[config.mk]
export PLATFORM = sky130hd
export DESIGN_NAME = icm_ctrl
export DESIGN_NICKNAME = d
export VERILOG_FILES = /design/src/rtl/icm_pkg.sv /design/src/rtl/icm_reg_decode.sv /design/src/rtl/icm_mask_bank.sv /design/src/rtl/icm_cause_bank.sv /design/src/rtl/icm_irq_out.sv /design/src/rtl/icm_ctrl.sv
export SDC_FILE = /design/constraint.sdc
export NUM_CORES = 1
export LEC_CHECK = 0
export BUFFER_PORTS_ARGS = -buffer_cell sky130_fd_sc_hd__buf_2
export CELL_PAD_IN_SITES_DETAIL_PLACEMENT = 1
export CELL_PAD_IN_SITES_GLOBAL_PLACEMENT = 1
export CORE_AREA = 4 4 76 78
export CTS_CLUSTER_SIZE = 8
export DETAILED_ROUTE_END_ITERATION = 8
export DIE_AREA = 0 0 80 82
export GPL_TIMING_DRIVEN = 1
export PLACE_DENSITY_LB_ADDON = 0.1
export SYNTH_ARGS = -nofsm -noshare
export SYNTH_HDL_FRONTEND = slang
export SYNTH_SLANG_ARGS = --single-unit
[constraint.sdc]
create_clock -name clk -period 5.8 [get_ports clk]
set_input_delay 1.45 -clock clk [delete_from_list [all_inputs] [get_ports clk]]
set_output_delay 1.45 -clock clk [all_outputs]
set_load 0.02 [all_outputs]
[src/rtl/icm_pkg.sv]
package icm_pkg;

  localparam int unsigned DATA_W = 32;
  localparam int unsigned ADDR_W = 8;

  // implemented bit positions; everything else is reserved
  localparam logic [DATA_W-1:0] IMPL_BITS = 32'h1CB1_80D0;

  localparam logic [ADDR_W-1:0] OFF_CAUSE = 8'h00;
  localparam logic [ADDR_W-1:0] OFF_MSET  = 8'h04;
  localparam logic [ADDR_W-1:0] OFF_MCLR  = 8'h08;

  typedef enum logic [1:0] {
    SEL_NONE  = 2'd0,
    SEL_CAUSE = 2'd1,
    SEL_MSET  = 2'd2,
    SEL_MCLR  = 2'd3
  } reg_sel_e;

  typedef struct packed {
    logic cause_clr;
    logic mask_set;
    logic mask_clr;
  } wr_strobes_t;

endpackage

[src/rtl/icm_reg_decode.sv]
module icm_reg_decode
  import icm_pkg::*;
#(
  parameter int unsigned DW = DATA_W,
  parameter int unsigned AW = ADDR_W,
  parameter logic [AW-1:0] A_CAUSE = OFF_CAUSE,
  parameter logic [AW-1:0] A_MSET  = OFF_MSET,
  parameter logic [AW-1:0] A_MCLR  = OFF_MCLR
) (
  input  logic          clk,
  input  logic          rst_n,
  input  logic [AW-1:0] addr,
  input  logic          we,
  input  logic [DW-1:0] cause_q,
  input  logic [DW-1:0] mask_q,
  output wr_strobes_t   stb,
  output logic [DW-1:0] rdata
);

  reg_sel_e sel;

  always_comb begin
    if (addr == A_CAUSE)      sel = SEL_CAUSE;
    else if (addr == A_MSET)  sel = SEL_MSET;
    else if (addr == A_MCLR)  sel = SEL_MCLR;
    else                      sel = SEL_NONE;
  end

  always_comb begin
    stb.cause_clr = we && (sel == SEL_CAUSE);
    stb.mask_set  = we && (sel == SEL_MSET);
    stb.mask_clr  = we && (sel == SEL_MCLR);
  end

  always_comb begin
    unique case (sel)
      SEL_CAUSE: rdata = cause_q;
      SEL_MSET:  rdata = mask_q;
      default:   rdata = '0;
    endcase
  end

  AST_ONE_STROBE: assert property (@(posedge clk) disable iff (!rst_n)
    $countones({stb.cause_clr, stb.mask_set, stb.mask_clr}) <= 1);
  AST_CLR_READS_ZERO: assert property (@(posedge clk) disable iff (!rst_n)
    (addr == A_MCLR) |-> (rdata == '0));
  AST_MSET_READS_MASK: assert property (@(posedge clk) disable iff (!rst_n)
    (addr == A_MSET) |-> (rdata == mask_q));

endmodule

[src/rtl/icm_mask_bank.sv]
module icm_mask_bank
  import icm_pkg::*;
#(
  parameter int unsigned DW = DATA_W,
  parameter logic [DW-1:0] IMPL = IMPL_BITS
) (
  input  logic          clk,
  input  logic          rst_n,
  input  logic          set_stb,
  input  logic          clr_stb,
  input  logic [DW-1:0] wdata,
  output logic [DW-1:0] mask_q
);

  logic [DW-1:0] set_vec;
  logic [DW-1:0] clr_vec;

  assign set_vec = set_stb ? (wdata & IMPL) : '0;
  assign clr_vec = clr_stb ? wdata : '0;

  for (genvar i = 0; i < DW; i++) begin : g_bit
    logic bit_q;
    always_ff @(posedge clk or negedge rst_n) begin
      if (!rst_n)          bit_q <= 1'b0;
      else if (set_vec[i]) bit_q <= 1'b1;
      else if (clr_vec[i]) bit_q <= 1'b0;
    end
    assign mask_q[i] = bit_q;
  end

  AST_MASK_SET_ONES: assert property (@(posedge clk) disable iff (!rst_n)
    set_stb |=> ((mask_q & $past(wdata & IMPL)) == $past(wdata & IMPL)));
  AST_MASK_ZERO_KEEPS: assert property (@(posedge clk) disable iff (!rst_n)
    (set_stb && !clr_stb) |=> ((mask_q & $past(mask_q)) == $past(mask_q)));
  AST_MASK_CLR_ONES: assert property (@(posedge clk) disable iff (!rst_n)
    (clr_stb && !set_stb) |=> ((mask_q & $past(wdata)) == '0));
  AST_MASK_RSVD_ZERO: assert property (@(posedge clk) disable iff (!rst_n)
    (mask_q & ~IMPL) == '0);

endmodule

[src/rtl/icm_cause_bank.sv]
module icm_cause_bank
  import icm_pkg::*;
#(
  parameter int unsigned DW = DATA_W,
  parameter logic [DW-1:0] IMPL = IMPL_BITS
) (
  input  logic          clk,
  input  logic          rst_n,
  input  logic [DW-1:0] evt,
  input  logic          clr_stb,
  input  logic [DW-1:0] wdata,
  output logic [DW-1:0] cause_q
);

  logic [DW-1:0] evt_live;
  logic [DW-1:0] clr_vec;

  assign evt_live = evt & IMPL;
  assign clr_vec  = clr_stb ? wdata : '0;

  // event beats clear in the same cycle
  for (genvar i = 0; i < DW; i++) begin : g_bit
    logic bit_q;
    always_ff @(posedge clk or negedge rst_n) begin
      if (!rst_n)           bit_q <= 1'b0;
      else if (evt_live[i]) bit_q <= 1'b1;
      else if (clr_vec[i])  bit_q <= 1'b0;
    end
    assign cause_q[i] = bit_q;
  end

  AST_EVT_LATCHES: assert property (@(posedge clk) disable iff (!rst_n)
    (evt_live != '0) |=> ((cause_q & $past(evt_live)) == $past(evt_live)));
  AST_CAUSE_STICKY: assert property (@(posedge clk) disable iff (!rst_n)
    !clr_stb |=> ((cause_q & $past(cause_q)) == $past(cause_q)));
  AST_CAUSE_RSVD_ZERO: assert property (@(posedge clk) disable iff (!rst_n)
    (cause_q & ~IMPL) == '0);

endmodule

[src/rtl/icm_irq_out.sv]
module icm_irq_out
  import icm_pkg::*;
#(
  parameter int unsigned DW = DATA_W
) (
  input  logic          clk,
  input  logic          rst_n,
  input  logic [DW-1:0] cause_q,
  input  logic [DW-1:0] mask_q,
  output logic          irq
);

  logic [DW-1:0] pending;
  logic          irq_q;

  assign pending = cause_q & mask_q;

  always_ff @(posedge clk or negedge rst_n) begin
    if (!rst_n) irq_q <= 1'b0;
    else        irq_q <= |pending;
  end

  assign irq = irq_q;

endmodule

[src/rtl/icm_ctrl.sv]
module icm_ctrl
  import icm_pkg::*;
#(
  parameter int unsigned DW = DATA_W,
  parameter int unsigned AW = ADDR_W,
  parameter logic [DW-1:0] IMPL = IMPL_BITS
) (
  input  logic          clk,
  input  logic          rst_n,
  input  logic [AW-1:0] bus_addr,
  input  logic          bus_we,
  input  logic [DW-1:0] bus_wdata,
  output logic [DW-1:0] bus_rdata,
  input  logic [DW-1:0] evt_pulse,
  output logic          irq
);

  wr_strobes_t   stb;
  logic [DW-1:0] cause_q;
  logic [DW-1:0] mask_q;

  icm_reg_decode #(.DW(DW), .AW(AW)) u_dec (
    .clk     (clk),
    .rst_n   (rst_n),
    .addr    (bus_addr),
    .we      (bus_we),
    .cause_q (cause_q),
    .mask_q  (mask_q),
    .stb     (stb),
    .rdata   (bus_rdata)
  );

  icm_mask_bank #(.DW(DW), .IMPL(IMPL)) u_mask (
    .clk     (clk),
    .rst_n   (rst_n),
    .set_stb (stb.mask_set),
    .clr_stb (stb.mask_clr),
    .wdata   (bus_wdata),
    .mask_q  (mask_q)
  );

  icm_cause_bank #(.DW(DW), .IMPL(IMPL)) u_cause (
    .clk     (clk),
    .rst_n   (rst_n),
    .evt     (evt_pulse),
    .clr_stb (stb.cause_clr),
    .wdata   (bus_wdata),
    .cause_q (cause_q)
  );

  icm_irq_out #(.DW(DW)) u_irq (
    .clk     (clk),
    .rst_n   (rst_n),
    .cause_q (cause_q),
    .mask_q  (mask_q),
    .irq     (irq)
  );

  AST_IRQ_HAS_SOURCE: assert property (@(posedge clk) disable iff (!rst_n)
    irq |-> $past((cause_q & mask_q) != '0));
  AST_IRQ_FOLLOWS: assert property (@(posedge clk) disable iff (!rst_n)
    ((cause_q & mask_q) != '0) |=> irq);
  AST_MCLR_KEEPS_CAUSE: assert property (@(posedge clk) disable iff (!rst_n)
    (stb.mask_clr && (evt_pulse == '0)) |=> (cause_q == $past(cause_q)));

endmodule

* Word level (Yosys, flattened, before mapping)
Cells that the tools add are included.
** Storage, ports and cells
- Word-level logic and storage cells :: 191
- Bits of input ports :: 75
- Register bits :: 44
- Output and inout port bits :: 33
** Cells by class
- Reduce and logical (&&, ||, !) cells :: 48
- Equality and inequality tests :: 5
- Bitwise logic cells :: 1
- Muxes and demuxes :: 93
** Operator list (count)
- 2-to-1 mux 1 bit :: 86
- nonzero test 2 bit :: 43
- case mux 32 bit (2 select lines) :: 1
- 2-to-1 mux 29 bit :: 2
- AND 29 x 32 -> 32 bit :: 1
- 2-to-1 mux 32 bit :: 1
- OR reduction 32 bit :: 1
- equality test 8 x 3 -> 1 bit (second input constant) :: 1
- equality test 8 x 4 -> 1 bit (second input constant) :: 1
- logical NOT 8 bit :: 1
- 2-to-1 mux 2 bit :: 3
- equality test 2 bit (second input constant) :: 2
- logical AND 1 bit :: 3
- equality test 2 x 1 -> 1 bit (second input constant) :: 1

* Logic depth before layout (Yosys ltp)
- Depth in word-level cells :: 9
- Mapped depth :: 6
- Depth with buffers taken out :: 4

* Modules after synthesis
From an unflattened synthesis, not the netlist that was laid out.
** Unflattened totals
- Cell total of the unflattened synthesis :: 241
- Area total of the unflattened synthesis :: 2301.0 um^2
** By module, submodules not included
- icm_reg_decode :: sequential area each 0.0 um^2, instances 1, area an instance 790.8 um^2, cells an instance 84
- icm_mask_bank :: sequential area each 275.3 um^2, instances 1, area an instance 673.1 um^2, cells an instance 68
- icm_cause_bank :: sequential area each 275.3 um^2, instances 1, area an instance 654.4 um^2, cells an instance 67
- icm_irq_out :: sequential area each 25.0 um^2, instances 1, area an instance 182.7 um^2, cells an instance 22

* Worst setup path before layout
Ideal clock, no wire load.
- Kind :: input to output
- From :: in bus_addr[7]
- To :: out bus_rdata[15]
- Stages :: 4
- Buffers on the path :: 1
- Arrival time :: 2.931 ns
- Data required time :: 4.350 ns
- Slack :: 1.419 ns
- Cell sequence :: or4_4 or4_1 clkbuf_1 nor2_1
** Between the ends
- Longest elaborated chain between the ends :: 6
- Elaborated cells between the ends (all ways) :: 9
- Classes of those cells :: eq/ne (4); mux (4); reduce/logical (1)
** Ends and longest elaborated chain
- start: declaration :: RTL line icm_ctrl.sv:10 : input logic [AW-1:0] bus_addr,
- equality test 8 x 4 -> 1 bit :: RTL line icm_reg_decode.sv:25 : else if (addr == A_MCLR) sel = SEL_MCLR;
- 2-to-1 mux 2 bit :: RTL line icm_reg_decode.sv:25
- 2-to-1 mux 2 bit :: RTL line icm_reg_decode.sv:24 : else if (addr == A_MSET) sel = SEL_MSET;
- 2-to-1 mux 2 bit * :: RTL line icm_reg_decode.sv:23 : if (addr == A_CAUSE) sel = SEL_CAUSE;
- equality test 2 bit / equality test 2 x 1 -> 1 bit (equally long branches) :: RTL line icm_reg_decode.sv:36 : unique case (sel)
- case mux 32 bit (2 select lines) * :: RTL line icm_reg_decode.sv:36
- end: declaration :: RTL line icm_ctrl.sv:13 : output logic [DW-1:0] bus_rdata,
Mark *: on every way between the ends. The rest lies on a longest branch, timed or not.

* Final worst setup path
Ends and elaborated chain as after synthesis.

==> results.sh <==
export IMPL_status="finished, final reports clean"
export IMPL_antenna_found_initial=0
export IMPL_cts_buffers=3
export IMPL_dpl_hpwl_um=3070
export IMPL_rsz0062_at_grt="false"
export IMPL_ff2ff_setup_slack_ns=4.56
export IMPL_fin_skew_ns=0.00269
export IMPL_fillCellCount=661
export IMPL_min_period_ns=4.63
export IMPL_power_density_nw_per_um2=183
export IMPL_drt_initial_drc_count=28
export IMPL_grt_overflow_total=0
export IMPL_syn2layout_area_growth_pct=15.2
export IMPL_wl_per_cell_um=15.4
export IMPL_drc=0
export IMPL_ant_nets=0
export IMPL_clock_sinks=23
export IMPL_ys_seq_area_share_pct=38.5
export IMPL_rows=26
export IMPL_netlist_instances=169
export IMPL_p_leak_nw=0.755
export IMPL_crit_arrival_ns=3.18
export IMPL_cts_buffer_depth=2
export IMPL_grt_use_total_pct=13.5
export IMPL_path_max_fanout=11
export IMPL_core_area_um2=5070
export IMPL_finalCritPeriodShare_pct=79.8
export IMPL_tns_ns=0
export IMPL_crit_required_ns=4.35
export IMPL_p_total_mw=0.315
export IMPL_cp_common_cell="buf_2"
export IMPL_cts_setup_buffers=0
export IMPL_crit_path_start_kind="input pin"
export IMPL_min_from="u_cause.g_bit[15].bit_q"
export IMPL_final_nets=281
export IMPL_dr_pass1_iters=4
export IMPL_regArea_um2=576
export IMPL_wirelength_um=4230
export IMPL_clk_pin_slew_worst_paths_ns=0.09
export IMPL_worstMarginPinSlew_ns=0.958
export IMPL_routabilityCongestion=0.712
export IMPL_drt_vias_per_instance=4.85
export IMPL_path_cells="buf_2, or4_4, or4_1, nor2_1, buf_2"
export IMPL_diodes=0
export IMPL_fmax_ghz=0.216
export IMPL_ys_ff_latch=23
export IMPL_clk_latency_ns=0.26
export IMPL_die_area_um2=6560
export IMPL_boundaryPins=108
export IMPL_maxCapViolCount=0
export IMPL_die_y_um=82
export IMPL_yosysUniqueCellTypes=24
export IMPL_floorplan_initialDensity_pct=29.5
export IMPL_syn_area_um2=1500
export IMPL_crit_type="input pin to output pin"
export IMPL_yosysWarnings=0
export IMPL_grt_max_degree=35
export IMPL_hold_viol_final=0
export IMPL_endpoint_kind="output pin"
export IMPL_syn_area_per_cell_um2=8.85
export IMPL_die_width_um=80
export IMPL_drv_slew=0
export IMPL_cts_hold_buf=0
export IMPL_setup_viol=0
export IMPL_cts_tree="done"
export IMPL_max_stage_delay_ns=0.69
export IMPL_grt_pass1_wl_um=7000
export IMPL_htree_levels=1
export IMPL_crit_start="bus_addr[7]"
export IMPL_r2r_start="u_cause.g_bit[26].bit_q"
export IMPL_layout_drive_gt1_share_pct=29.8
export IMPL_vias=1333
export IMPL_min_path_type="register to register"
export IMPL_grt_pass1_vias=1386
export IMPL_vdd_drop_max_v=0.0000710
export IMPL_cp_slowest_cell="or4_1"
export IMPL_root_buffer="clkbuf_8"
export IMPL_io_buffers=44
export IMPL_multi_input_area_um2=788
export IMPL_post_cts_resized=0
export IMPL_max_slew_margin_pct=35.9
## Yosys cell counts
master | number | share of area [%]
dfrtp_1 | 23 | 38
nor2_1 | 23 | 5.8
buf_4 | 21 | 11
nand2_1 | 12 | 3.0
nor3_1 | 12 | 4.0
a21o_1 | 11 | 5.5
a31oi_1 | 11 | 4.6
mux2i_1 | 11 | 7.4
nand3_1 | 11 | 3.7
nor3_2 | 10 | 6.7
clkbuf_1 | 7 | 1.8
buf_2 | 3 | 1.0
a22oi_1 | 2 | 1.0
or4_1 | 2 | 1.0
a221oi_1 | 1 | 0.59
a222oi_1 | 1 | 0.67
a22o_1 | 1 | 0.59
and3_1 | 1 | 0.42
buf_1 | 1 | 0.25
buf_6 | 1 | 0.75
conb_1 | 1 | 0.25
nor4_1 | 1 | 0.42
or4_4 | 1 | 0.75
or4b_4 | 1 | 0.92
## final timing paths
| path | endpoint | cells past startpoint |
|---|---|---|
| min in group asynchronous | u_cause.g_bit[15].bit_q | 1 |
| max in group asynchronous | u_mask.g_bit[6].bit_q | 1 |
| setup reg to reg | u_irq.irq | 4 |
| hold / removal | u_cause.g_bit[15].bit_q | 1 |
| hold reg to reg | u_cause.g_bit[15].bit_q | 1 |
| setup / recovery | bus_rdata[15] | 5 |
## worst max-delay path, delay by kind of cell
| family | cells | cell delay [ns] |
|---|---|---|
| buffers and inverters | 2 | 0.28 |
| and+or+nand+nor | 3 | 1.44 |
## cells by family (layout without fill, tap and decap cells)
family / count (synthesis) / count (layout) / synth area share (%)
AOI/OAI and AO/OA: 27 / 27 / 13.0
buffers and inverters: 33 / 49 / 14.3
DFF: 23 / 23 / 38.5
muxes: 11 / 11 / 7.36
other: 1 / 21 / 0.251
and+or+nand+nor: 74 / 74 / 26.7
## stage by stage
stage	worst slack (ns)	instance area, um2	hold WS, ns	util (%)	cells
detailed placement	1.15	1680	0.501	33.1	271
global route	1.09	1720	0.539	34.0	275
CTS	1.15	1720	0.521	34.0	275
global placement	1.19	1680	0.486	33.1	271
floorplan	1.42	1570	0.470	-	189
finish	1.17	1720	0.516	34.0	275
## per-layer routing
layer	vias up	routed length [um]	part of all wire [%]	track usage [%]
met1	659	1830	43	17.1
met2	47	2100	50	24.1
met4	0	19	0.45	2.53
li1	625	-	-	-
met3	2	281	6.6	2.41
met5	-	0	0	0
## layout make-up
type,count,share of cell area (%)
Clock buffer,4,2.61
Timing Repair Buffer,45,13.2
Tap cell,70,5.08
Sequential cell,23,33.4
Multi-Input combinational cell,133,45.7
## placed cells by master (no fill, tap or decap)
| master | n |
|---|---|
| a21o_1 | 11 |
| a31oi_1 | 11 |
| or4b_4 | 1 |
| nand3_1 | 11 |
| a22oi_1 | 2 |
| nand2_1 | 12 |
| clkbuf_1 | 1 |
| dfrtp_1 | 23 |
| a222oi_1 | 1 |
| or4_4 | 1 |
| nor4_2 | 1 |
| nor3_2 | 10 |
| buf_2 | 44 |
| clkbuf_8 | 3 |
| buf_4 | 1 |
| nor3_1 | 12 |
| a221oi_1 | 1 |
| mux2i_1 | 11 |
| conb_1 | 21 |
| nor2_1 | 23 |
| a22o_1 | 1 |
| and3_1 | 1 |
| or4_1 | 2 |
## where the power goes
part / switching [mW] / total [mW] / internal [mW] / leakage [nW]
sequential: 0.000360 / 0.161 / 0.161 / 0.264
clock: 0.0550 / 0.104 / 0.0491 / 0.0228
combinational: 0.0355 / 0.0498 / 0.0143 / 0.468
total: 0.0909 / 0.315 / 0.224 / 0.755
## flip-flops by register name, summed over array words and instances, names as in the netlist
register             count
u_mask.g_bit.bit_q      11
u_irq.irq                1
u_cause.g_bit.bit_q     11
Note: power is estimated with default switching activity, not from simulation.
